--- config.mk ---
export PLATFORM = sky130hd
export DESIGN_NAME = aec_rule_eval
export DESIGN_NICKNAME = d
export VERILOG_FILES = /design/src/rtl/aec_pkg.sv /design/src/rtl/aec_rule_eval.sv
export SDC_FILE = /design/constraint.sdc
export NUM_CORES = 1
export LEC_CHECK = 0
export BUFFER_PORTS_ARGS = -buffer_cell sky130_fd_sc_hd__buf_2
export CAP_MARGIN = 30
export CORE_AREA = 4 4 41 43
export DETAILED_ROUTE_END_ITERATION = 10
export DIE_AREA = 0 0 45 47
export GPL_ROUTABILITY_DRIVEN = 0
export PLACE_DENSITY = 0.37
export SLEW_MARGIN = 20
export SYNTH_ARGS = -nofsm -noshare
export SYNTH_HDL_FRONTEND = slang
export SYNTH_SLANG_ARGS = --single-unit
--- constraint.sdc ---
create_clock -name vclk -period 1.7
set_clock_uncertainty 0.1 [all_clocks]
set_input_delay 0.425 -clock vclk [all_inputs]
set_output_delay 0.425 -clock vclk [all_outputs]
set_load 0.02 [all_outputs]
--- src/rtl/aec_pkg.sv ---
package aec_pkg;

    localparam logic [2:0] KIND_FETCH  = 3'd0;
    localparam logic [2:0] KIND_READ   = 3'd1;
    localparam logic [2:0] KIND_WRITE  = 3'd2;
    localparam logic [2:0] KIND_STACK  = 3'd3;
    localparam logic [2:0] KIND_VECTOR = 3'd4;

    localparam logic [1:0] SIZE_BYTE = 2'd0;
    localparam logic [1:0] SIZE_WORD = 2'd1;
    localparam logic [1:0] SIZE_LONG = 2'd2;

    typedef enum logic [2:0] {
        CAUSE_NONE         = 3'd0,
        CAUSE_MODE_EXT     = 3'd1,
        CAUSE_FETCH_PERIPH = 3'd2,
        CAUSE_NARROW_LONG  = 3'd3,
        CAUSE_FETCH_ODD    = 3'd4,
        CAUSE_DATA_ALIGN   = 3'd5,
        CAUSE_STACK_ALIGN  = 3'd6,
        CAUSE_VBR_ALIGN    = 3'd7
    } fault_cause_e;

    typedef enum logic [1:0] {
        ST_IDLE  = 2'd0,
        ST_PASS  = 2'd1,
        ST_FAULT = 2'd2
    } rpt_state_e;

    typedef struct packed {
        logic ext;
        logic periph;
        logic narrow;
    } region_hit_t;

endpackage

--- src/rtl/aec_rule_eval.sv ---
module aec_rule_eval
    import aec_pkg::*;
(
    input  region_hit_t  hit,
    input  logic [1:0]   addr_lo,
    input  logic [2:0]   kind,
    input  logic [1:0]   size,
    input  logic [1:0]   vbr_lo,
    input  logic         single_chip,
    output fault_cause_e cause
);

    logic is_fetch;
    logic is_stack;
    logic is_vector;
    logic is_data;
    logic data_word;
    logic data_long;
    logic wide_access;

    logic v_mode;
    logic v_fetch_periph;
    logic v_narrow_long;
    logic v_fetch_odd;
    logic v_data_align;
    logic v_stack_align;
    logic v_vbr_align;

    always_comb begin
        is_fetch    = (kind == KIND_FETCH);
        is_stack    = (kind == KIND_STACK);
        is_vector   = (kind == KIND_VECTOR);
        is_data     = !is_fetch && !is_stack && !is_vector;
        data_word   = is_data && (size == SIZE_WORD);
        data_long   = is_data && (size == SIZE_LONG);
        wide_access = data_long || is_stack || is_vector;
    end

    always_comb begin
        v_mode         = single_chip && hit.ext;
        v_fetch_periph = is_fetch && hit.periph;
        v_narrow_long  = wide_access && hit.narrow;
        v_fetch_odd    = is_fetch && addr_lo[0];
        v_data_align   = (data_word && addr_lo[0])
                       || (data_long && (addr_lo != 2'b00));
        v_stack_align  = is_stack && (addr_lo != 2'b00);
        v_vbr_align    = is_vector && (vbr_lo != 2'b00);
    end

    // Fixed priority: mode, then region, then alignment.
    always_comb begin
        if (v_mode)              cause = CAUSE_MODE_EXT;
        else if (v_fetch_periph) cause = CAUSE_FETCH_PERIPH;
        else if (v_narrow_long)  cause = CAUSE_NARROW_LONG;
        else if (v_fetch_odd)    cause = CAUSE_FETCH_ODD;
        else if (v_data_align)   cause = CAUSE_DATA_ALIGN;
        else if (v_stack_align)  cause = CAUSE_STACK_ALIGN;
        else if (v_vbr_align)    cause = CAUSE_VBR_ALIGN;
        else                     cause = CAUSE_NONE;
    end

endmodule

Word-level counts from Yosys, hierarchy flattened --
Cells that the tools add are included.
Storage, ports and cells: register bits after elaboration 0, input port bits 13, output and inout bits 3, logic and storage cells 32
Operators by class: equality and inequality tests 4, muxes and demuxes 7, reductions and logical operators 21
Operators with widths (count):
- 3-bit 2-to-1 mux | 7
- 1-bit logical AND | 12
- 2-bit nonzero test | 2
- 3-bit by 2-bit equality test with 1-bit output, second input constant | 1
- 3-bit equality test, second input constant | 1
- 1-bit zero test | 3
- 3-bit zero test | 1
- 1-bit logical OR | 3
- 2-bit by 1-bit equality test with 1-bit output, second input constant | 1
- 2-bit equality test, second input constant | 1

Depth between registers and ports, before layout --
Gate-level depths: netlist of the first run.
word-level depth 12, mapped depth 4, gate-level depth less buffers 4

Worst setup path after synthesis of the first run --
Ideal clock, no wire load.
path kind input to output, start point input port size[0], end point output port cause[2], arrival time 1336 ps, data required time 1175 ps, setup slack -161 ps, cell stages on the path 4, path buffers 0, cells stage by stage and2b_1 a2bb2oi_1 a211o_1 a211oi_2
On the way: cells in the longest elaborated chain, start to end 9, elaborated cells between the ends (all ways) 15, classes of those cells eq/ne (2); mux (5); reduce/logical (8)
Ends and longest elaborated chain:
- start: declaration | line aec_rule_eval.sv:7 | input logic [1:0] size,
- 2-bit by 1-bit equality test with 1-bit output or 2-bit equality test (tied branches) | line aec_rule_eval.sv:34, aec_rule_eval.sv:35
- 1-bit logical AND (on tied branches) | line aec_rule_eval.sv:34, aec_rule_eval.sv:35
- 1-bit logical AND (on tied branches) | line aec_rule_eval.sv:44, aec_rule_eval.sv:45
- 1-bit logical OR | line aec_rule_eval.sv:45 | || (data_long && (addr_lo != 2'b00));
- 3-bit 2-to-1 mux | line aec_rule_eval.sv:56 | else if (v_data_align) cause = CAUSE_DATA_ALIGN;
- 3-bit 2-to-1 mux | line aec_rule_eval.sv:55 | else if (v_fetch_odd) cause = CAUSE_FETCH_ODD;
- 3-bit 2-to-1 mux (*) | line aec_rule_eval.sv:54 | else if (v_narrow_long) cause = CAUSE_NARROW_LONG;
- 3-bit 2-to-1 mux (*) | line aec_rule_eval.sv:53 | else if (v_fetch_periph) cause = CAUSE_FETCH_PERIPH;
- 3-bit 2-to-1 mux (*) | line aec_rule_eval.sv:52 | if (v_mode) cause = CAUSE_MODE_EXT;
- end: declaration | line aec_rule_eval.sv:10 | output fault_cause_e cause
Mark *: on every way between the ends. The rest lies on a longest branch, timed or not.

Worst setup path after layout of the first run --
Ends and elaborated chain as after synthesis.

==> results.sh, run 1 <==
export IMPL_grt_pass1_wl_mm=1.15
export IMPL_layout_worst_path_cycle_share=1.17
export IMPL_tightest_slew_ps=237
export IMPL_min_period_ps=1990
export IMPL_antenna_cells=0
export IMPL_synthesis_area_um2=159
export IMPL_required_ps=1170
export IMPL_synthCells=23
export IMPL_ff_latch_area_um2=0
export IMPL_slew_headroom=0.841
export IMPL_fill_cells=154
export IMPL_antenna_found_initial=0
export IMPL_multi_input_area_um2=211
export IMPL_layout_commonest_cell="buf_2"
export IMPL_drc=0
export IMPL_p_leak_nw=0.175
export IMPL_endpoint_kind="output port"
export IMPL_layout_nets=59
export IMPL_instances_no_fill=59
export IMPL_ys_types=17
export IMPL_boundaryPins=16
export IMPL_coreArea_um2=1300
export IMPL_drv_slew=0
export IMPL_grt_usage=0.0693
export IMPL_dp_final_hpwl_um=521
export IMPL_dieArea_um2=2120
export IMPL_grt_pass1_vias=257
export IMPL_die_x_um=45
export IMPL_pre_cts_ws_ps=-376
export IMPL_wirelength_um=670
export IMPL_drive_gt1_frac=0.750
export IMPL_setup_ws_ps=-287
export IMPL_cp_start_kind="primary input"
export IMPL_start_util=0.122
export IMPL_drt_iter0_markers=0
export IMPL_nFlopsAndLatches=0
export IMPL_setup_violations=3
export IMPL_wl_per_cell_um=11.4
export IMPL_port_buffers=16
export IMPL_drt_first_pass_iters=1
export IMPL_finalHoldViolCount=0
export IMPL_fmax_ghz=0.503
export IMPL_crit_arrival_ps=1460
export IMPL_core_rowCount=13
export IMPL_path_class="in -> out"
export IMPL_nClkBuffers=0
export IMPL_hold_class="in -> out"
export IMPL_areaGrowthSynthToFinish_pct=144
export IMPL_vias=257
export IMPL_final_cell_mix="buf_2 (9), buf_4 (7), nand2_1 (5)"
export IMPL_yosysSeqAreaShare=0
export IMPL_ir_drop_uv=113
export IMPL_grt_max_degree=5
export IMPL_status="complete, but fails checks"
export IMPL_maxCapViolations=0
export IMPL_dp_cells=59
export IMPL_violations="setup timing"
export IMPL_die_h_um=47
export IMPL_p_per_area_nw_per_um2=292
export IMPL_rsz0062_at_grt="yes"
export IMPL_synth_nets=36
export IMPL_critPathMaxFanout=3
export IMPL_cts_setup_buffers=0
export IMPL_ys_warn_count=0
export IMPL_vias_per_cell=4.36
export IMPL_avgSynthCellArea_um2=6.91
export IMPL_postRouteAntennaNets=0
export IMPL_gr_total_overflow=0
## cell families (layout without fill, tap and decap cells)
family | after synthesis | count (layout) | share of synthesized area
AO/OA/AOI/OAI | 10 | 10 | 0.528
AND/OR/NAND/NOR | 13 | 13 | 0.472
buffers and inverters | 0 | 21 | 0
## layout make-up
| class | count | share of cell area |
|---|---|---|
| Multi-Input combinational cell | 23 | 0.545 |
| Timing Repair Buffer | 21 | 0.406 |
| Tap cell | 15 | 0.0484 |
## where the power goes
| part | total, mW | leakage [nW] | switching [mW] | internal [mW] |
|---|---|---|---|---|
| logic | 0.113 | 0.175 | 0.0498 | 0.0637 |
| clock network | 0 | 0 | 0 | 0 |
| registers | 0 | 0 | 0 | 0 |
| total | 0.113 | 0.175 | 0.0498 | 0.0637 |
## path summary, 6_finish.rpt
path                     from       end  depth (start not counted)  slack [ps]
setup / recovery      size[0]  cause[2]                          6        -290
hold / removal    single_chip  cause[1]                          3        1050
## per-layer routing
metal / global-route usage / vias to the layer above / share of wire
li1: - / 133 / -
met1: 0.106 / 110 / 0.49
met2: 0.110 / 14 / 0.42
met3: 0.00766 / 0 / 0.097
met4: 0 / 0 / 0
met5: 0 / - / 0
## repair_timing
action,4_1_cts,5_1_grt
pin swaps,6,5
gates cloned,0,0
gates resized for setup,13,6
hold endpoints to repair,0,0
hold buffers,0,0
endpoints found under the setup margin,3,3
## worst max-delay path, cell delays in order
cell and delay, ps:
buf_6 90, and2b_1 230, a2bb2oi_2 60, a211o_1 280, a211oi_4 220, buf_6 150
## per-stage QoR
step | hold WS, ps | area, um2 | util | power, mW | TNS [ps]
after floorplan | 867 | 166 | - | 0.0462 | -240
after global placement | 1050 | 303 | 0.233 | 0.0879 | -932
after detailed placement | 1050 | 303 | 0.233 | 0.0858 | -874
after CTS | 1060 | 362 | 0.278 | 0.105 | -776
after global routing | 1070 | 388 | 0.298 | 0.123 | -844
final | 1050 | 388 | 0.298 | 0.113 | -677
## cells in the mapped netlist, drive strengths merged
| cell | instances | area share |
|---|---|---|
| a32oi | 2 | 0.11 |
| nand2 | 5 | 0.12 |
| nand4 | 1 | 0.039 |
| nor3 | 1 | 0.031 |
| o21ai | 1 | 0.031 |
| nor3b | 1 | 0.079 |
| a211oi | 1 | 0.079 |
| a21boi | 1 | 0.047 |
| o21a | 2 | 0.094 |
| a211o | 1 | 0.055 |
| or2 | 2 | 0.079 |
| and2b | 2 | 0.10 |
| a2bb2oi | 1 | 0.055 |
| nor2 | 1 | 0.024 |
| a21o | 1 | 0.055 |
No activity file was read; power rests on OpenSTA's default activity.
==> run 2: changes to the inputs <==
BUFFER_PORTS_ARGS = -buffer_cell sky130_fd_sc_hd__buf_4   (was -buffer_cell sky130_fd_sc_hd__buf_2)
PLACE_DENSITY = 0.42   (was 0.37)
==> results.sh, run 2 (synthesis results as in run 1) <==
export IMPL_critPathMaxFanout=4
export IMPL_fmax_ghz=0.497
export IMPL_drive_gt1_frac=0.698
export IMPL_path_cells="buf_8, and2b_2, a211o_1, a211oi_4, buf_6"
export IMPL_final_cell_mix="buf_4 (13), buf_6 (6), nand2_1 (5)"
export IMPL_p_leak_nw=0.179
export IMPL_setup_ws_ps=-312
export IMPL_ir_drop_uv=86.9
export IMPL_cp_start_kind="primary input"
export IMPL_violations="setup timing"
export IMPL_start_util=0.122
export IMPL_pre_cts_ws_ps=-430
export IMPL_grt_pass1_vias=243
export IMPL_slew_headroom=0.857
export IMPL_crit_arrival_ps=1490
export IMPL_antenna_cells=0
export IMPL_ff_latch_area_um2=0
export IMPL_required_ps=1170
export IMPL_dp_final_hpwl_um=518
export IMPL_final_util=0.305
export IMPL_p_per_area_nw_per_um2=286
export IMPL_status="complete, but fails checks"
export IMPL_path_class="in -> out"
export IMPL_vias=248
export IMPL_path_buf_inv=2
export IMPL_layout_worst_path_cycle_share=1.18
export IMPL_drt_first_pass_iters=2
export IMPL_vias_per_cell=4.28
export IMPL_slowest_delay_ps=350
export IMPL_maxCapViolations=0
export IMPL_drt_iter0_markers=1
export IMPL_grt_usage=0.0567
export IMPL_die_x_um=45
export IMPL_finalHoldViolCount=0
export IMPL_min_period_ps=2010
export IMPL_wirelength_um=604
export IMPL_boundaryPins=16
export IMPL_drv_slew=0
export IMPL_gr_total_overflow=0
export IMPL_crit_family="compound AO/OA/AOI/OAI gates"
export IMPL_dieArea_um2=2120
export IMPL_tightest_slew_ps=213
export IMPL_coreArea_um2=1300
export IMPL_antenna_found_initial=0
export IMPL_wl_per_cell_um=10.4
export IMPL_endpoint_kind="output port"
export IMPL_core_rowCount=13
export IMPL_postRouteAntennaNets=0
export IMPL_cpMaxStageDelayCell="a211o_1"
export IMPL_nFlopsAndLatches=0
export IMPL_layout_nets=58
export IMPL_grt_pass1_wl_um=959
export IMPL_nClkBuffers=0
export IMPL_grt_max_degree=5
export IMPL_drc=0
export IMPL_hold_class="in -> out"
export IMPL_setup_violations=3
export IMPL_layout_commonest_cell="buf_4"
export IMPL_die_h_um=47
export IMPL_areaGrowthSynthToFinish_pct=150
export IMPL_port_buffers=16
export IMPL_rsz0062_at_grt="yes"
-- run 2: cell count changes in the layout (fill, tap and decap cells not counted) --
cell	before	now
buf_2	9	0
a32oi_2	2	1
a32oi_1	0	1
buf_6	4	6
a2bb2oi_2	1	0
a2bb2oi_1	0	1
buf_4	7	13
-- run 2: power by group --
part           total (mW)  internal [mW]  switching (mW)
sequential              0              0               0
combinational       0.114         0.0672          0.0464
clock                   0              0               0
-- run 2: final timing paths --
kind / start / to / slack (ps) / depth (start not counted)
setup / recovery: kind[0] / cause[2] / -310 / 5
hold / removal: single_chip / cause[1] / 1030 / 3
-- run 2: cell type report --
type | instances | area [um2]
Fill cell | 157 | 905
Timing Repair Buffer | 20 | 180
Tap cell | 15 | 18.8
Multi-Input combinational cell | 23 | 198
-- run 2: repair_timing --
action | in CTS | in global routing
buffers inserted | 1 | 0
hold buffers | 0 | 0
gates resized for setup | 12 | 3
setup endpoints to repair | 3 | 3
pin swaps | 6 | 6
cloned | 0 | 0
-- run 2: metrics by stage --
step | cells | hold WS, ps | area, um2 | TNS, ps | total power [mW]
final | 58 | 1030 | 397 | -698 | 0.114
after CTS | 58 | 1030 | 384 | -713 | 0.113
after floorplan | 23 | 867 | 166 | -240 | 0.0462
after global routing | 58 | 1040 | 397 | -848 | 0.122
after global placement | 57 | 1030 | 328 | -907 | 0.0964
after detailed placement | 57 | 1030 | 328 | -913 | 0.0962
-- run 2: metal layers --
layer,wire length [um],vias up,GRT usage
li1,-,130,-
met2,265,11,0.0989
met4,0,0,0
met5,0,-,0
met3,62,0,0.0115
met1,277,107,0.0766
==> run 3: changes to the inputs <==
clock period = 1.9 ns   (was 1.7 ns; I/O delays follow)
==> results.sh, run 3 (synthesis results as in run 1) <==
export IMPL_status="complete, but fails checks"
export IMPL_violations="setup timing"
export IMPL_wirelength_um=554
export IMPL_grt_usage=0.0614
export IMPL_grt_max_degree=5
export IMPL_layout_nets=59
export IMPL_fmax_ghz=0.483
export IMPL_start_util=0.122
export IMPL_drt_first_pass_iters=3
export IMPL_min_period_ps=2070
export IMPL_layout_commonest_cell="buf_4"
export IMPL_drv_slew=0
export IMPL_dieArea_um2=2120
export IMPL_crit_family="compound AO/OA/AOI/OAI gates"
export IMPL_die_h_um=47
export IMPL_fill_cells=145
export IMPL_drc=0
export IMPL_path_buf_inv=2
export IMPL_top_usage_layer="met2"
export IMPL_grt_pass1_vias=268
export IMPL_placed_cell_area_um2=335
export IMPL_crit_arrival_ps=1500
export IMPL_holdWs_ps=1130
export IMPL_areaGrowthSynthToFinish_pct=160
export IMPL_port_buffers=16
export IMPL_required_ps=1320
export IMPL_met3_usage=0.0153
export IMPL_layout_worst_path_cycle_share=1.09
export IMPL_boundaryPins=16
export IMPL_tightest_slew_ps=200
export IMPL_setup_ws_ps=-172
export IMPL_power_total_mw=0.106
export IMPL_maxCapViolations=0
export IMPL_drive_gt1_frac=0.705
export IMPL_design_area_um2=413
export IMPL_slew_headroom=0.866
export IMPL_core_rowCount=13
export IMPL_met1_usage=0.0876
export IMPL_grt_pass1_wl_mm=1.06
export IMPL_p_per_area_nw_per_um2=257
export IMPL_ff_latch_area_um2=0
export IMPL_antenna_found_initial=0
export IMPL_gr_total_overflow=0
export IMPL_ir_drop_uv=72.1
export IMPL_nClkBuffers=0
export IMPL_die_x_um=45
export IMPL_vias=251
export IMPL_vias_per_cell=4.25
export IMPL_cp_start_kind="primary input"
export IMPL_endpoint_kind="output port"
export IMPL_path_cells="buf_8, and2b_2, a211o_1, a211oi_4, buf_6"
export IMPL_cpMaxStageDelayCell="a211o_1"
export IMPL_final_util=0.317
export IMPL_path_class="in -> out"
export IMPL_hold_buffers=0
export IMPL_postRouteAntennaNets=0
export IMPL_setup_violations=3
export IMPL_use_met2=0.0989
export IMPL_p_leak_nw=0.186
export IMPL_finalHoldViolCount=0
export IMPL_dp_final_hpwl_um=516
export IMPL_final_cell_mix="buf_4 (14), nand2_1 (5), buf_6 (5)"
export IMPL_antenna_cells=0
export IMPL_rsz0062_at_grt="yes"
export IMPL_nFlopsAndLatches=0
export IMPL_critPathMaxFanout=4
export IMPL_drt_iter0_markers=4
export IMPL_coreArea_um2=1300
export IMPL_wl_per_cell_um=9.39
export IMPL_slowest_delay_ps=340
export IMPL_hold_class="in -> out"
==> run 3: cell types whose count changed in the layout (fill, tap and decap cells not counted), sizes merged <==
cell  previous run  this run
buf             20        21
==> run 3: final timing paths <==
path              cells after the start         from  slack, ps        to
setup / recovery                      5      kind[0]       -170  cause[2]
hold / removal                        3  single_chip       1130  cause[1]
==> run 3: final cells by class <==
cell class | count | area (um2) | area share
tap | 15 | 18.8 | 0.0455
timing repair buffer | 21 | 191 | 0.464
multi-input combinational | 23 | 203 | 0.491
==> run 3: what timing repair did <==
action,4_1_cts,5_1_grt
resized for setup,12,6
pin swaps,6,2
endpoints found under the setup margin,3,3
setup buffers,0,1
hold endpoints to repair,0,0
==> run 3: metrics by stage <==
step,std cells,setup WS (ps),setup TNS [ps]
2_1_floorplan,23,-30.4,-39.6
3_3_place_gp,58,-287,-737
3_5_place_dp,58,-271,-719
4_1_cts,58,-188,-391
5_1_grt,59,-229,-580
6_report,59,-172,-370
==> run 3: routing by layer <==
| metal | part of all wire | vias up |
|---|---|---|
| met5 | 0 | - |
| met4 | 0 | 0 |
| met3 | 0.11 | 0 |
| met2 | 0.40 | 12 |
| met1 | 0.49 | 106 |
| li1 | - | 133 |
==> run 3: power breakdown <==
part	internal (mW)	switching, mW	total (mW)
combinational	0.0629	0.0433	0.106
clock	0	0	0
sequential	0	0	0
==> run 3: tightest hold or removal path: stages <==
cell and delay, ps:
buf_4 80, a32oi_1 40, buf_4 150
